--- src/rtl/cpu_regfile.sv ---
module cpu_regfile (
  input  logic        clk,
  input  logic        rst_n,
  input  logic [2:0]  rd8_sel,
  output logic [7:0]  rd8_data,
  input  logic        wr8_en,
  input  logic [2:0]  wr8_sel,
  input  logic [7:0]  wr8_data,
  input  logic        flag_wr_en,
  input  logic [7:0]  flag_wr_data,
  input  logic [1:0]  rdp_sel,
  input  logic        rdp_stack,
  output logic [15:0] rdp_data,
  input  logic        wrp_en,
  input  logic [1:0]  wrp_sel,
  input  logic        wrp_stack,
  input  logic [15:0] wrp_data,
  input  logic        tmp_hi_we,
  input  logic        tmp_lo_we,
  input  logic [7:0]  tmp_byte,
  input  logic        ptr_we,
  input  logic [1:0]  ptr_sel,
  input  logic [15:0] ptr_data,
  input  logic        swap_main,
  input  logic        swap_acc,
  input  logic        xchg_dehl,
  output logic [7:0]  acc_q,
  output logic [7:0]  flag_q,
  output logic [15:0] tmp_q,
  output logic [15:0] pc_q,
  output logic [15:0] sp_q,
  output logic [15:0] ix_q,
  output logic [15:0] iy_q
);
  // gp slots: 0 B, 1 C, 2 D, 3 E, 4 H, 5 L, 6 W, 7 Z
  logic [7:0]  gp  [2][8];
  logic [7:0]  acc [2];
  logic [7:0]  flg [2];
  logic        gsel, asel;
  logic [15:0] pc_r, sp_r, ix_r, iy_r;
  logic [15:0] de_act, hl_act;

  assign acc_q  = acc[asel];
  assign flag_q = flg[asel];
  assign tmp_q  = {gp[gsel][6], gp[gsel][7]};
  assign de_act = {gp[gsel][2], gp[gsel][3]};
  assign hl_act = {gp[gsel][4], gp[gsel][5]};
  assign pc_q = pc_r;
  assign sp_q = sp_r;
  assign ix_q = ix_r;
  assign iy_q = iy_r;

  always_comb begin
    case (rd8_sel)
      3'b111:  rd8_data = acc[asel];
      3'b110:  rd8_data = 8'h00;
      default: rd8_data = gp[gsel][rd8_sel];
    endcase
  end

  always_comb begin
    if (rdp_sel == 2'b11)
      rdp_data = rdp_stack ? {acc[asel], flg[asel]} : sp_r;
    else
      rdp_data = {gp[gsel][{rdp_sel, 1'b0}], gp[gsel][{rdp_sel, 1'b1}]};
  end

  always_ff @(posedge clk or negedge rst_n) begin
    if (!rst_n) begin
      for (int b = 0; b < 2; b++) begin
        for (int r = 0; r < 8; r++) gp[b][r] <= '0;
        acc[b] <= '0;
        flg[b] <= '0;
      end
      gsel <= 1'b0;
      asel <= 1'b0;
      pc_r <= '0;
      sp_r <= '0;
      ix_r <= '0;
      iy_r <= '0;
    end else begin
      if (xchg_dehl) begin
        gp[gsel][2] <= gp[gsel][4];
        gp[gsel][3] <= gp[gsel][5];
        gp[gsel][4] <= gp[gsel][2];
        gp[gsel][5] <= gp[gsel][3];
      end
      if (wr8_en) begin
        if (wr8_sel == 3'b111) acc[asel] <= wr8_data;
        else if (wr8_sel != 3'b110) gp[gsel][wr8_sel] <= wr8_data;
      end
      if (flag_wr_en) flg[asel] <= flag_wr_data;
      if (tmp_hi_we) gp[gsel][6] <= tmp_byte;
      if (tmp_lo_we) gp[gsel][7] <= tmp_byte;
      if (wrp_en) begin
        if (wrp_sel != 2'b11) begin
          gp[gsel][{wrp_sel, 1'b0}] <= wrp_data[15:8];
          gp[gsel][{wrp_sel, 1'b1}] <= wrp_data[7:0];
        end else if (wrp_stack) begin
          acc[asel] <= wrp_data[15:8];
          flg[asel] <= wrp_data[7:0];
        end else begin
          sp_r <= wrp_data;
        end
      end
      if (ptr_we) begin
        case (ptr_sel)
          2'b00: pc_r <= ptr_data;
          2'b01: sp_r <= ptr_data;
          2'b10: ix_r <= ptr_data;
          2'b11: iy_r <= ptr_data;
        endcase
      end
      if (swap_main) gsel <= ~gsel;
      if (swap_acc)  asel <= ~asel;
    end
  end
endmodule

--- config.mk ---
export PLATFORM = sky130hd
export DESIGN_NAME = cpu_regfile
export DESIGN_NICKNAME = d
export VERILOG_FILES = /design/src/rtl/cpu_regfile.sv
export SDC_FILE = /design/constraint.sdc
export NUM_CORES = 1
export LEC_CHECK = 0
export BUFFER_PORTS_ARGS = -buffer_cell sky130_fd_sc_hd__buf_4
export CAP_MARGIN = 25
export CORE_ASPECT_RATIO = 0.75
export CORE_UTILIZATION = 35
export CTS_CLUSTER_DIAMETER = 200
export CTS_CLUSTER_SIZE = 28
export DETAILED_ROUTE_END_ITERATION = 6
export SYNTH_ARGS = -nofsm -noshare
export SYNTH_HDL_FRONTEND = slang
export SYNTH_SLANG_ARGS = --single-unit
--- constraint.sdc ---
create_clock -name clk -period 1.65 [get_ports clk]
set_input_delay 0.33 -clock clk [delete_from_list [all_inputs] [get_ports clk]]
set_output_delay 0.33 -clock clk [all_outputs]
set_load 0.05 [all_outputs]
==> results.ini, run 1 <==
[logic_synthesis]
yosys.area_share.simple_pct = 15.4
synth_edf_count = 0
synth_cell_types = 51
syn_area_mm2 = 0.0134
synth_top_family_by_area = multiplexers
synth.area.top_cells = dfrtp_1, mux2_2, mux4_2, a221oi_1, o31ai_1
muxShareOfSynthArea_pct = 19.3
synth_fp_nets = 1390
synthAdderAreaFrac_pct = 0
synth-xor-area-share_pct = 0.131
yosysWarningCount = 0
syn-instance-count = 1309
synth_compound_area_share_pct = 16.8
ys.flop_type = dfrtp_1
ys_seq_area_share_pct = 42.3
syn_area_per_cell_um2 = 10.2
synth_top_area_share_pct = 42.3
yosysTopAreaCell = dfrtp_1
yosysMostFrequentCell = dfrtp_1
yosys-top-cells-count = dfrtp_1, mux2_2, clkbuf_1, nand2_1, nor3_1
ys_ff_latch = 226
synthArstFlopShare_pct = 100

[clock_tree]
cts.clk_slew.worst_paths_ns = 0.12
clk_latency_ns = 0.50
cts_root_buf = clkbuf_16
cts_tree = yes
clock_path_buffers = 3
numClockSinks = 226
h-tree-depth = 1
cts_buffers = 12

[worst_setup_path]
crit_path_end_kind = primary output
rrSetupSlack_ns = -0.22
max_stage_delay_ns = 0.61
r2r_cells = 6
cp.required_ns = 1.32
reg2reg_to = gp[99]
crit_chain = buf_12 -> mux4_2 -> o22ai_4 -> a21oi_4 -> buf_6
r2r_start = gsel
slowest_stage = mux4_2
crit_end = rd8_data[6]
startpoint = gsel
crit_fanout = 24
arrival_ns = 2.25
cp-start-kind = flop
crit_type = flop to primary output

[grt]
grt.total_usage_pct = 27.5
grt_overflow = 0
grt_pass1_wl_mm = 80.3
grt_pass1_vias = 12532
grt_max_degree = 56
grt_antenna_before_repair = 0

[finish]
multi_input_area_mm2 = 0.00823
n_antenna_cell = 0
fin_area_mm2 = 0.0192
layout.nets = 1657
regArea_mm2 = 0.00566
fillerInstances = 3218
drive_gt1_share_pct = 48.9
stdcell_count = 2082
area_growth_pct = 43.6

[sta]
slew_viol_final = 0
rsz0062_at_grt = yes
finalClockSkew_ns = 0.0427
period_share_pct = 156
tightest_slew_ns = 0.457
relSlewSlack_pct = 69.5
tns_ns = -54.03
min_period_ns = 2.58
holdWs_ns = 0.0303
setup_viol = 179
max_freq_mhz = 388
fin_ws_ns = -0.928
final_hold_viol_count = 0

[route]
viasPerCell = 6.21
drc = 0
vias = 12923
ant_nets = 0
drtPass1Iterations = 6
wl_mm = 54.9
wl_per_cell_um = 26.4
drtIter0Drc = 1759

[placement]
place_congestion = 0.972
numPlacedInstances = 2044
place_area_mm2 = 0.0174
place_hpwl_mm = 36.8
port_buffers = 200

[power]
clkPwrFrac_pct = 9.6
powerDensity_mw_per_mm2 = 1900
seq_power_share_pct = 26.5
swShare_pct = 44.8
power.leakage_nw = 8.18
internal_power_mw = 20.2
switchingPower_mw = 16.4
power_mw = 36.6
power_frac_comb_pct = 63.9
vdd_drop_max_mv = 1.14

[worst_hold_path]
min_path_type = primary input to flop

[floorplanning]
die_w_um = 228
num_rows = 61
initial_core_util_pct = 35.8
dieArea_mm2 = 0.0390
die_h_um = 171
io_pins = 201
core-area_mm2 = 0.0373

[run_status]
violations = negative setup slack
outcome = finished with violations

[run]
max-cap-violations = 0

per-layer routing:
layer | vias up | GRT usage (%) | wire [um]
met5 | - | 0 | 0
met4 | 0 | 9.19 | 1880
met3 | 141 | 7.12 | 6290
met2 | 769 | 42.0 | 24500
met1 | 6531 | 37.9 | 22200
li1 | 5482 | - | -
how the worst min path moves through the flow:
| stage | from | to | depth (start not counted) |
|---|---|---|---|
| finish | swap_main | gsel | 2 |
| global route | swap_main | gsel | 2 |
| CTS | swap_main | gsel | 2 |
| detailed placement | rst_n | acc[5] | 1 |
| global placement | rst_n | acc[6] | 1 |
| floorplan | rst_n | async pin | 0 |
kinds of logic (layout without fill, tap and decap cells):
logic type      Yosys count  count (layout)
simple gates            386             386
compound gates          330             330
flops                   226             226
mux                     192             192
buf+inv                 173             442
xor+xnor                  2               2
metrics by stage:
stage	setup slack (ns)	utilization, %
3_5_place_dp	-0.389	46.6
6_report	-0.928	51.4
5_1_grt	-0.980	51.4
4_1_cts	-0.922	49.8
2_1_floorplan	-0.164	-
3_3_place_gp	-0.375	46.6
worst max-delay path, delay by kind of cell, from the launching register on:
family                 cells  cell delay (ns)
buffers and inverters      2             0.38
DFF                        1             0.52
AOI/OAI and AO/OA          2             0.24
muxes                      1             0.61
layout make-up:
type,count,share of cell area [%]
multi-input combinational,910,42.8
sequential,226,29.5
timing repair buffer,419,22.3
tap,504,3.28
clock buffer,15,1.73
inverter,7,0.222
clock inverter,1,0.156
power by group through the flow:
stage	registers (mW)	logic (mW)	clock network [mW]
floorplan	9.93	12.2	0
global placement	9.54	19.7	0
detailed placement	9.62	20.0	0
CTS	9.53	22.2	3.55
global route	9.87	24.4	3.72
finish	9.69	23.4	3.50
sequential cells by signal, summed over array words and instances (netlist names), named ones only:
name / cells
ix_q: 16
pc_q: 16
gsel: 1
gp: 128
iy_q: 16
flg: 9
acc: 16
asel: 1
sp_q: 16
cell usage in the layout, fill, tap and decap left out, types with 10 or more instances in the layout:
cell type,synthesis,routed
buf_4,7,284
dfrtp_1,226,224
mux2_2,128,82
nand2_1,82,73
nor3_1,80,73
o31ai_1,64,63
buf_6,7,62
a221oi_2,0,48
a31oi_1,48,47
mux2_4,0,46
nor2_1,52,46
buf_12,0,45
o21ai_0,70,42
nand3_1,50,41
mux4_2,40,40
and3b_1,34,34
and3_1,33,33
mux2i_1,24,24
clkbuf_16,0,18
a21oi_1,32,16
a21oi_4,0,15
buf_8,0,15
a221oi_1,64,14
o21ai_4,0,13
o2bb2ai_1,12,12
nor2b_1,14,12
o21ai_1,2,10
what timing repair did:
item	4_1_cts	5_1_grt
pin swaps	10	12
gates resized for setup	146	92
hold endpoints to repair	31	0
hold buffers	2	0
endpoints found under the setup margin	180	203
gates cloned	6	6
buffers inserted	5	7
(Power assumes the default switching activity.)
==> run 2, diff against run 1 <==
Clock period 1.65 ns to 2.2 ns, I/O delays scaled along.
==> results.ini, run 2 (synthesis results as in run 1) <==
[sta]
slew_viol_final = 0
min_period_ns = 2.74
max_freq_mhz = 365
tightest_slew_ns = 0.480
rsz0062_at_grt = yes
final_hold_viol_count = 0
fin_ws_ns = -0.542
finalClockSkew_ns = 0.0564
period_share_pct = 125
holdWs_ns = 0.0845
setup_viol = 57
tns_ns = -16.23
relSlewSlack_pct = 68.0

[clock_tree]
cts.clk_slew.worst_paths_ns = 0.12
clock_path_buffers = 3
h-tree-depth = 1
cts_tree = yes
cts_root_buf = clkbuf_16
numClockSinks = 226
clk_latency_ns = 0.51
cts_buffers = 12

[placement]
port_buffers = 200
place_congestion = 0.948
place_hpwl_mm = 33.8

[floorplanning]
num_rows = 61
core-area_mm2 = 0.0373
die_w_um = 228
initial_core_util_pct = 35.8
dieArea_mm2 = 0.0390
io_pins = 201
die_h_um = 171

[grt]
grt_pass1_vias = 12191
grt_max_degree = 55
grt_overflow = 0
grtUsageMet2_pct = 40.4
grt_pass1_wl_mm = 76.9
gr-usage-met3_pct = 5.86
grt.total_usage_pct = 26.1
grt_antenna_before_repair = 1
grtUsageMet1_pct = 36.0
grt_busiest_layer = met2

[worst_setup_path]
crit_path_end_kind = primary output
r2r_cells = 8
arrival_ns = 2.30
reg2reg_to = gp[118]
r2r_start = gsel
crit_type = flop to primary output
rrSetupSlack_ns = -0.03
cp-start-kind = flop
cp.required_ns = 1.76
crit_fanout = 5

[power]
power.leakage_nw = 7.36
vdd_drop_max_mv = 1.47
powerDensity_mw_per_mm2 = 1450

[route]
drtPass1Iterations = 7
drtIter0Drc = 1675
ant_nets = 0
wl_per_cell_um = 26.8
vias = 12649
wl_mm = 53.3
drc = 7
viasPerCell = 6.35

[finish]
area_growth_pct = 31.4
fillerInstances = 3341
max_flop_register = gp
largest_reg_flops = 128
layout_commonest_cell = dfrtp_1
n_antenna_cell = 0
most-common-layout-cells = dfrtp_1, buf_4, mux2_2
layout.nets = 1566
drive_gt1_share_pct = 41.5

[run_status]
outcome = finished with violations
violations = design-rule violations, negative setup slack

[worst_hold_path]
min_to = asel
min_path_type = primary input to flop
hold_path_depth = 2
hold_start = swap_acc

[run]
max-cap-violations = 0

[run 2: cell count changes in the layout (fill, tap and decap cells not counted), moves of 11 or more]
cell and change:
a221oi_1 +50, a221oi_2 -48, buf_12 -19, buf_4 -62, buf_6 -11, mux2_2 +30
mux2_4 -30, nor2_1 -14, nor2_4 +16, o21ai_2 +11, o21ai_4 -12
[run 2: power by group]
group          internal [mW]  switching [mW]  leakage (nW)
sequential              5.81            1.55          2.71
clock                   1.11            1.49         0.174
combinational           6.96            8.50          4.48
total                   13.9            11.5          7.36
[run 2: area by class of cell]
cell class                      instances  area, um^2  area share [%]
Clock inverter                          1        30.0           0.171
Multi-Input combinational cell        910        7530            42.9
Timing Repair Buffer                  328        3350            19.1
Inverter                                7        26.3           0.150
Tap cell                              504         631            3.59
Clock buffer                           15         333            1.90
Sequential cell                       226        5660            32.2
[run 2: timing repair]
item / CTS / global route
setup buffers: 12 / 16
endpoints found under the setup margin: 43 / 106
pin swaps: 18 / 10
cloned: 9 / 8
hold buffers: 1 / 0
hold endpoints to repair: 48 / 0
gates resized for setup: 136 / 85
[run 2: how the worst max path moves through the flow]
stage | startpoint | endpoint | slack, ns | depth (start not counted)
final | gsel | rd8_data[4] | -0.54 | 6
after global routing | gsel | rd8_data[6] | -0.58 | 6
after CTS | gsel | rd8_data[1] | -0.50 | 6
after detailed placement | gsel | rdp_data[10] | -0.09 | 5
after global placement | gsel | rdp_data[3] | -0.06 | 5
after floorplan | rd8_sel[1] | rd8_data[3] | -0.24 | 5
[run 2: worst max-delay path, cell delays in order (launching register included)]
cell and delay, ns:
dfrtp_4 0.56, buf_12 0.16, buf_16 0.14, mux4_2 0.53
o22ai_2 0.16, a21oi_2 0.07, buf_6 0.16
[run 2: metrics by stage]
stage | instances | cell area (um^2) | utilization (%) | worst slack, ns | power, mW
6_report | 1991 | 17600 | 47.1 | -0.542 | 25.4
5_1_grt | 1991 | 17600 | 47.1 | -0.577 | 26.4
3_3_place_gp | 1935 | 15800 | 42.3 | -0.0601 | 19.8
3_5_place_dp | 1935 | 15800 | 42.3 | -0.0853 | 20.0
2_1_floorplan | 1309 | 13500 | - | -0.243 | 15.7
4_1_cts | 1972 | 17000 | 45.6 | -0.501 | 24.5
[run 2: per-layer routing]
| layer | up-vias | wire length (um) |
|---|---|---|
| li1 | 5293 | - |
| met1 | 6324 | 21300 |
| met2 | 868 | 23700 |
| met3 | 162 | 6320 |
| met4 | 2 | 1970 |
| met5 | - | 14 |
